==> src/rtl/rst_cause_reg.sv <==
module rst_cause_reg #(
  parameter int ADDR_W = 16,
  parameter logic [ADDR_W-1:0] BASE_ADDR = 16'hF020,
  parameter int SPAN = 8
) (
  input  logic              clk,
  input  logic              pwr_rst_n,
  input  logic              sys_rst_n,
  input  logic              sel,
  input  logic              wr,
  input  logic [ADDR_W-1:0] addr,
  input  logic [31:0]       wdata,
  output logic [31:0]       rdata,
  input  logic              btn_por,
  input  logic              btn_xir,
  output logic              rst_req,
  output logic              rst_cause_por
);

  localparam logic [31:0] W1C_MASK  = 32'h9800_0000;
  localparam logic [31:0] LOAD_MASK = 32'h6000_0000;
  localparam logic [31:0] POR_VALUE = 32'h8000_0000;
  localparam logic [ADDR_W-1:0] LAST_ADDR = BASE_ADDR + ADDR_W'(SPAN - 1);

  logic [31:0] ctl_q, ctl_d;
  logic        first_done_q;
  logic        bpor_q, bxir_q;

  wire hit      = (addr >= BASE_ADDR) && (addr <= LAST_ADDR);
  wire wr_hit   = sel & wr & hit;
  wire soft_req = wr_hit & |(wdata & LOAD_MASK);
  wire bpor_rise = btn_por & ~bpor_q;
  wire bxir_rise = btn_xir & ~bxir_q;

  always_comb begin
    ctl_d = ctl_q;
    if (wr_hit) begin
      ctl_d = ctl_q & ~(wdata & W1C_MASK);
      ctl_d = (ctl_d & ~LOAD_MASK) | (wdata & LOAD_MASK);
    end
    if (bpor_rise) ctl_d[28] = 1'b1;
    if (bxir_rise) ctl_d[27] = 1'b1;
  end

  always_ff @(posedge clk or negedge pwr_rst_n) begin
    if (!pwr_rst_n) begin
      ctl_q         <= '0;
      first_done_q  <= 1'b0;
      bpor_q        <= 1'b0;
      bxir_q        <= 1'b0;
      rst_req       <= 1'b0;
      rst_cause_por <= 1'b0;
    end else begin
      bpor_q <= btn_por;
      bxir_q <= btn_xir;
      if (!sys_rst_n) begin
        rst_req <= 1'b0;
        if (!first_done_q) begin
          ctl_q        <= POR_VALUE;
          first_done_q <= 1'b1;
        end
      end else begin
        ctl_q   <= ctl_d;
        rst_req <= soft_req;
        if (soft_req) rst_cause_por <= wdata[30];
      end
    end
  end

  assign rdata = (sel && hit) ? ctl_q : '0;

endmodule


==> config.mk <==
export PLATFORM = sky130hd
export DESIGN_NAME = rst_cause_reg
export DESIGN_NICKNAME = d
export VERILOG_FILES = /design/src/rtl/rst_cause_reg.sv
export SDC_FILE = /design/constraint.sdc
export NUM_CORES = 1
export LEC_CHECK = 0
export ABC_CLOCK_PERIOD_IN_PS = 2390
export CORE_MARGIN = 10
export CORE_UTILIZATION = 26
export CTS_BUF_LIST = sky130_fd_sc_hd__clkbuf_4 sky130_fd_sc_hd__clkbuf_8 sky130_fd_sc_hd__clkbuf_16
export CTS_CLUSTER_DIAMETER = 80
export DETAILED_ROUTE_END_ITERATION = 10
export PLACE_DENSITY = 0.84
export SETUP_SLACK_MARGIN = 0.1
export SLEW_MARGIN = 20
export SYNTH_ARGS = -nofsm -noshare
export SYNTH_HDL_FRONTEND = slang
export SYNTH_SLANG_ARGS = --single-unit
==> constraint.sdc <==
create_clock -name clk -period 2.39 [get_ports clk]
set_input_delay 0.478 -clock clk [delete_from_list [all_inputs] [get_ports clk]]
set_output_delay 0.478 -clock clk [all_outputs]
set_load 0.005 [all_outputs]
; After elaboration in Yosys (flattened, before gate mapping)
; Index checks and enable logic that the tools add are counted.
[totals]
reg_bits = 37
n_memories = 0
word_cells = 38
latchBits = 0
ramBits = 0
output_inout_bits = 34
in_bits = 55
romBits = 0
[op_classes]
n_reduce_logical = 7
order_cmp = 2
eq_ne = 4
n_bitwise = 10
n_mux = 7
add_sub_neg = 0
shifts = 0
div_mod_pow = 0
mul = 0
[op_table]
columns = op, n
row1 = 2-to-1 mux 32 bit, 4
row2 = bitwise AND 32 bit, 1
row3 = inverter 32 bit, 1
row4 = bitwise OR 32 x 31 -> 32 bit, 1
row5 = ">= comparator 16 bit, second input constant", 1
row6 = "<= comparator 16 bit, second input constant", 1
row7 = AND reduction 2 bit, 4
row8 = "!= test 3 x 1 -> 1 bit, second input constant", 2
row9 = bitwise AND 1 bit, 5
row10 = 2-to-1 mux 1 bit, 3
row11 = logical AND 1 bit, 2
row12 = "!= test 2 x 1 -> 1 bit, second input constant", 1
row13 = "!= test 2 bit, second input constant", 1
row14 = inverter 1 bit, 2
row15 = OR reduction 2 bit, 1

; Longest topological paths before layout
; Gate-level depths: netlist of run 1.
[logic_depth]
ltp_word = 6
ltp_mapped = 4

; Least setup slack after synthesis of run 1
; OpenSTA, ideal clock, no wires.
[synth_timing]
kind = input-to-output
from = input port addr[8]
to = output port rdata[27]
required_time_ns = 1.912
cell_stages = 3
n_path_buf = 0
t_arrival_ns = 1.583
path_slack_ns = 0.329
path_cell_list = or4_4 nor4_1 and2_1
[synth_between]
elab_chain_len = 4
elab_cells_between_ends = 5
cone_classes = order compare: 2 / mux: 1 / reduce/logical: 2
[synth_rtl]
columns = item, line_no
row1 = start: declaration, 11  ; input logic [ADDR_W-1:0] addr,
row2 = >= comparator 16 bit / <= comparator 16 bit (equally long branches), 29  ; wire hit = (addr >= BASE_ADDR) && (addr <= LAST_ADDR);
row3 = logical AND 1 bit (*), 29
row4 = logical AND 1 bit (*), 70  ; assign rdata = (sel && hit) ? ctl_q : '0;
row5 = 2-to-1 mux 32 bit (*), 70
row6 = end: declaration, 13  ; output logic [31:0] rdata,
; Every way passes the cells marked *; elsewhere a longest branch is shown, timed or not.

; Worst setup path after layout of run 1
[layout_timing]
from = input port addr[6]
to = output port rdata[28]
; The elaborated chain is that of the path after synthesis.

==> results.sh, run 1 <==
export IMPL_hold_slack_ns=0.488
export IMPL_tritoncts="done"
export IMPL_final_common_cell="conb_1"
export IMPL_synth_top_family_by_area="buffers and inverters"
export IMPL_via_count=581
export IMPL_hp_start="first_done_q"
export IMPL_die_x_um=72.7
export IMPL_finalHoldViolCount=0
export IMPL_setup_violations=0
export IMPL_post_drt_wl_per_cell_um=13.4
export IMPL_fin_cells=147
export IMPL_cts_root_buf="clkbuf_4"
export IMPL_place_congestion=0.721
export IMPL_syn_area_um2=723
export IMPL_r2r_start="first_done_q"
export IMPL_fillers=287
export IMPL_crit_path_end_kind="primary output"
export IMPL_finalCritPeriodShare_pct=95.0
export IMPL_placedCellCount=139
export IMPL_yosysSeqAreaShare_pct=34.6
export IMPL_cp_slowest_stage_delay_ns=0.54
export IMPL_vdd_drop_max_uv=175
export IMPL_skew_ns=0.00606
export IMPL_synth_area_leader_cell="dfrtp_1"
export IMPL_clk_latency_ns=0.26
export IMPL_synth_adder_area_share_pct=0
export IMPL_crit_type="in2out"
export IMPL_nets=173
export IMPL_die_h_um=72.7
export IMPL_drt_iter0_drc=7
export IMPL_cts_buffers=3
export IMPL_synthXorXnorAreaFrac_pct=0
export IMPL_dp_hpwl_mm=1.67
export IMPL_grt_max_degree=14
export IMPL_cpMostUsedCell="buf_6"
export IMPL_drt_wl_total_mm=1.97
export IMPL_synth_seq_cells=10
export IMPL_min_path_type="reg2reg"
export IMPL_finalSetupTns_ns=0
export IMPL_syn_instance_count=75
export IMPL_n_antenna_cell=0
export IMPL_syn_to_final_growth_pct=46.7
export IMPL_worstPathArrival_ns=1.79
export IMPL_grt_pass1_wl_mm=3.01
export IMPL_drv_slew=0
export IMPL_clock_sinks=10
export IMPL_p_leak_nw=0.549
export IMPL_path_cells="buf_6 -> or4_4 -> nor4_4 -> buf_4 -> buf_6 -> buf_6 -> and2_4 -> buf_6"
export IMPL_outcome="finished, final reports clean"
export IMPL_gr_total_overflow=0
export IMPL_grt_antenna_before_repair=0
export IMPL_synth_compound_area_share_pct=11.4
export IMPL_clk_pin_slew_ns=0.06
export IMPL_grt_usage_pct=7.36
export IMPL_powerDensity_nw_per_um2=349
export IMPL_fp_dieArea_um2=5290
export IMPL_regArea_um2=250
export IMPL_muxShareOfSynthArea_pct=0
export IMPL_syn_avg_cell_area_um2=9.64
export IMPL_drive_above_1_share_pct=25.0
export IMPL_rows=19
export IMPL_crit_path_max_fanout=3
export IMPL_yosys_top_cells_area="dfrtp_1 35%, buf_4 28%, and2_1 4.3%"
export IMPL_numPortBuffers=31
export IMPL_ant_nets=0
export IMPL_synth_distinct_cells=24
export IMPL_rsz0062_at_grt="yes"
export IMPL_start_kind="input port"
export IMPL_min_period_ns=2.27
export IMPL_cp_required_ns=1.91
export IMPL_multi_input_area_um2=392
export IMPL_post_drt_via_cell_ratio=3.95
export IMPL_drc_errors=0
export IMPL_synth_simple_area_share_pct=24.9
export IMPL_initial_core_util_pct=26.7
export IMPL_final_cell_mix="27 x conb_1, 12 x clkdlybuf4s50_1, 10 x dfrtp_1"
export IMPL_ios=89
export IMPL_cts_max_level=1
export IMPL_coreArea_um2=2710
export IMPL_ys_warn_count=0
export IMPL_crit_start="addr[6]"
export IMPL_ctsLongestPathBuffers=2
export IMPL_max_freq_ghz=0.440
export IMPL_reg2reg_slack_ns=1.40
export IMPL_dr_pass1_iters=3
export IMPL_cap_violations=0
export IMPL_grt_pass1_vias=638
export IMPL_yosysTopAreaCellShare_pct=34.6
export IMPL_cp_slowest_cell="or4_4"
==> sequential cells by signal (all words and copies together), names as in the netlist <==
name and cells:
bpor_q 1, bxir_q 1, ctl_q 5, first_done_q 1, rst_cause_por 1, rst_req 1
==> critical path, delay by kind of cell <==
kind          cells  cell delay, ns
simple gates      3            0.81
buf+inv           5            0.49
==> per-stage QoR <==
stage	setup slack, ns	util (%)	instance area [um2]	power (mW)
finish	0.119	39.2	1060	0.371
global route	0.0740	39.2	1060	0.394
CTS	0.0919	38.7	1050	0.375
detailed placement	-0.629	36.7	993	0.265
global placement	-0.548	36.7	993	0.262
floorplan	0.329	-	821	0.247
==> layout make-up <==
cell class / instances / share of cell area, %
well taps: 31 / 3.66
repair buffers: 40 / 33.7
flip-flops and latches: 10 / 23.6
multi-input cells: 63 / 36.9
clock buffers: 3 / 2.12
==> cell families after synthesis <==
logic type             Yosys count
buffers and inverters           28
AND/OR/NAND/NOR                 26
AO/OA/AOI/OAI                   10
flip-flops                      10
other                            1
==> per-layer routing <==
layer / global-route usage (%) / vias to the layer above / share of wire [%] / wire length, um
met3: 3.81 / 4 / 12 / 241
met5: 0 / - / 0 / 0
met2: 12.9 / 36 / 49 / 969
li1: - / 282 / - / -
met4: 3.16 / 0 / 1.6 / 31
met1: 7.03 / 259 / 37 / 729
==> what timing repair did <==
action / 4_1_cts / 5_1_grt
setup endpoints to repair: 5 / 2
resized for setup: 50 / 3
pin swaps: 5 / 1
endpoints found under the hold margin: 0 / 0
buffers inserted: 4 / 1
hold buffers: 0 / 0
==> worst paths after layout <==
kind | endpoint | cells after the start
setup / recovery | rdata[28] | 8
min in group asynchronous | ctl_q[29] | 1
hold reg to reg | first_done_q | 1
setup reg to reg | ctl_q[28] | 2
max in group asynchronous | ctl_q[31] | 1
hold / removal | first_done_q | 1
==> Yosys cell counts <==
cell,instances
nand4b_1,1
o211ai_1,2
nand2_1,8
nand3_1,2
nor2b_1,1
a21oi_1,1
a31oi_1,1
nor4_1,1
clkbuf_1,1
nor4_4,1
o21ba_2,1
o211a_1,1
nor2_1,2
a21oi_2,1
conb_1,1
nand4bb_4,1
nand2b_1,2
or4_4,1
and2_1,5
a211o_1,2
nand3b_1,1
dfrtp_1,10
buf_4,27
a21bo_1,1
==> power breakdown <==
part	switching [mW]	internal, mW
clock network	0.0521	0.0579
registers	0.00469	0.178
logic	0.0350	0.0430
total	0.0917	0.279
Note: power is estimated with default switching activity, not from simulation.
==> run 2, diff against run 1 <==
- ABC_AREA: not set -> 1
==> run 2 against run 1 <==
  * Hold slack got worse by 0.029 ns
  * Maximum frequency rose by 2.5%
  * Sequential power fell by 5%
  * Routed wire length fell by 7.0%
  * Cell count rose by 6.8%
  * First-iteration DRC count rose by 110%
  * Global-route usage fell by 1.0 points
  * Clock power rose by 37%
  * Synthesized area rose by 1.4%
  * Via count rose by 1.5%
  * Largest cell class unchanged
  * Largest power group unchanged
==> results.sh, run 2 <==
export IMPL_setup_violations=0
export IMPL_syn_area_um2=733
export IMPL_ctsLongestPathBuffers=2
export IMPL_start_kind="input port"
export IMPL_min_period_ns=2.21
export IMPL_drt_iter0_drc=15
export IMPL_cp_slowest_cell="clkdlybuf4s50_1"
export IMPL_grt_antenna_before_repair=0
export IMPL_synth_most_common_cell="buf_4"
export IMPL_post_drt_via_cell_ratio=3.76
export IMPL_path_buf_inv=3
export IMPL_synth_common_cells="27 x buf_4, 19 x nand2_1, 10 x dfrtp_1"
export IMPL_grt_pass1_vias=617
export IMPL_crit_path_max_fanout=6
export IMPL_cts_buffers=3
export IMPL_ys_warn_count=0
export IMPL_numPortBuffers=31
export IMPL_post_cts_buffers=0
export IMPL_rows=19
export IMPL_synth_distinct_cells=18
export IMPL_whs_path_depth=2
export IMPL_cts_max_level=1
export IMPL_cp_depth=6
export IMPL_n_antenna_cell=0
export IMPL_cp_slowest_stage_delay_ns=0.39
export IMPL_regArea_um2=250
export IMPL_synth_flop_cell="dfrtp_1"
export IMPL_async_reset_ff_share_pct=100
export IMPL_yosysSeqAreaShare_pct=34.1
export IMPL_finalCritPeriodShare_pct=92.6
export IMPL_ant_nets=0
export IMPL_top_register="ctl_q"
export IMPL_synth_edff_count=0
export IMPL_crit_path_end_kind="primary output"
export IMPL_fin_cells=157
export IMPL_syn_instance_count=90
export IMPL_tritoncts="done"
export IMPL_crit_type="in2out"
export IMPL_synth_seq_cells=10
export IMPL_path_cells="clkdlybuf4s50_1 -> or2_4 -> nor2_8 -> inv_2 -> nor3_2 -> dlygate4sd2_1"
export IMPL_ios=89
export IMPL_finalHoldViolCount=0
export IMPL_outcome="finished, final reports clean"
export IMPL_fp_dieArea_um2=5340
export IMPL_critical_path_top_delay_family="buffers and inverters"
export IMPL_initial_core_util_pct=26.8
export IMPL_grt_pass1_wl_mm=2.77
export IMPL_drv_slew=0
export IMPL_drc_errors=0
export IMPL_worstPathArrival_ns=1.74
export IMPL_yosys_top_cells_area="dfrtp_1 34%, buf_4 28%, nand2_1 9.7%"
export IMPL_syn_to_final_growth_pct=39.4
export IMPL_min_path_type="reg2reg"
export IMPL_clk_latency_ns=0.27
export IMPL_clk_pin_slew_ns=0.06
export IMPL_grt_max_degree=11
export IMPL_reg2reg_depth=3
export IMPL_max_freq_ghz=0.452
export IMPL_final_cell_mix="27 x conb_1, 26 x clkdlybuf4s50_1, 19 x nand2_1"
export IMPL_post_drt_wl_per_cell_um=11.7
export IMPL_dp_hpwl_mm=1.65
export IMPL_skew_ns=0.00130
export IMPL_place_congestion=0.801
export IMPL_final_common_cell="conb_1"
export IMPL_via_count=590
export IMPL_clock_sinks=10
export IMPL_coreArea_um2=2730
export IMPL_multi_input_area_um2=337
export IMPL_die_h_um=73.1
export IMPL_gr_total_overflow=0
export IMPL_cap_violations=0
export IMPL_nets=182
export IMPL_rsz0062_at_grt="no"
export IMPL_p_leak_nw=0.582
export IMPL_pre_cts_slack_ns=-0.119
export IMPL_drt_wl_total_mm=1.84
export IMPL_die_x_um=73.1
export IMPL_cp_required_ns=1.91
export IMPL_drive_above_1_share_pct=12.7
export IMPL_largest_register_ffs=5
export IMPL_vdd_drop_max_uv=324
export IMPL_grt_usage_pct=6.31
export IMPL_placedCellCount=153
export IMPL_timing_final_ws_setup_ns=0.176
export IMPL_synth_area_leader_cell="dfrtp_1"
export IMPL_fillers=284
export IMPL_powerDensity_nw_per_um2=385
export IMPL_cts_root_buf="clkbuf_4"
export IMPL_yosysTopAreaCellShare_pct=34.1
export IMPL_dr_pass1_iters=4
export IMPL_syn_avg_cell_area_um2=8.15
run 2: cell count changes in the layout (fill, tap and decap cells not counted), sizes merged, moves of 3 or more:
| cell | delta |
|---|---|
| and3 | +3 |
| inv | +11 |
| nor2 | +3 |
| buf | -15 |
| nand2 | +11 |
| clkdlybuf4s50 | +14 |
| clkdlybuf4s15 | -3 |
| nand3 | +3 |
| and2 | -5 |
| nand4 | +3 |
run 2: final timing paths:
kind | from | endpoint | slack [ns]
setup reg to reg | first_done_q | ctl_q[29] | 1.48
setup / recovery | addr[8] | rdata[27] | 0.18
max in group asynchronous | pwr_rst_n | ctl_q[28] | 1.56
hold / removal | first_done_q | first_done_q | 0.46
hold reg to reg | first_done_q | first_done_q | 0.46
min in group asynchronous | pwr_rst_n | first_done_q | 0.52
run 2: where the power goes:
group / total (mW) / switching, mW / internal, mW
registers: 0.173 / 0.000936 / 0.172
logic: 0.0692 / 0.0292 / 0.0400
clock network: 0.151 / 0.0589 / 0.0926
run 2: kinds of logic after synthesis:
group           synth area share [%]
other cells                    0.511
compound gates                  1.71
simple gates                    30.4
buf+inv                         33.3
flops                           34.1
run 2: timing repair:
item                                   CTS  global route
hold buffers                             0             0
resized for setup                        5             0
endpoints found under the hold margin    0             0
setup endpoints to repair                5             0
run 2: per-stage QoR:
step | total power [mW] | cell area, um2 | hold slack [ns] | TNS, ns | util (%)
floorplan | 0.230 | 831 | 0.182 | 0 | -
global placement | 0.243 | 992 | 0.430 | -0.391 | 36.3
detailed placement | 0.244 | 992 | 0.438 | -0.411 | 36.3
CTS | 0.396 | 1020 | 0.455 | 0 | 37.4
global route | 0.411 | 1020 | 0.488 | 0 | 37.4
finish | 0.393 | 1020 | 0.459 | 0 | 37.4
run 2: layout make-up:
cell class	count	share of cell area, %
Timing Repair Buffer	33	31.2
Sequential cell	10	24.5
Multi-Input combinational cell	68	32.9
Inverter	11	4.04
Clock buffer	4	3.55
Tap cell	31	3.79
run 2: routing by layer:
layer	track usage (%)	vias up	wire length (um)
li1	-	295	-
met5	0	-	0
met3	3.13	3	280
met2	9.93	40	778
met4	1.90	0	19
met1	7.30	252	757
run 2: tightest hold or removal path: cells and delay by family, from the launching register on:
| kind | cells | cell delay [ns] |
|---|---|---|
| buffers and inverters | 1 | 0.04 |
| flip-flops | 1 | 0.34 |
| AND/OR/NAND/NOR | 1 | 0.04 |
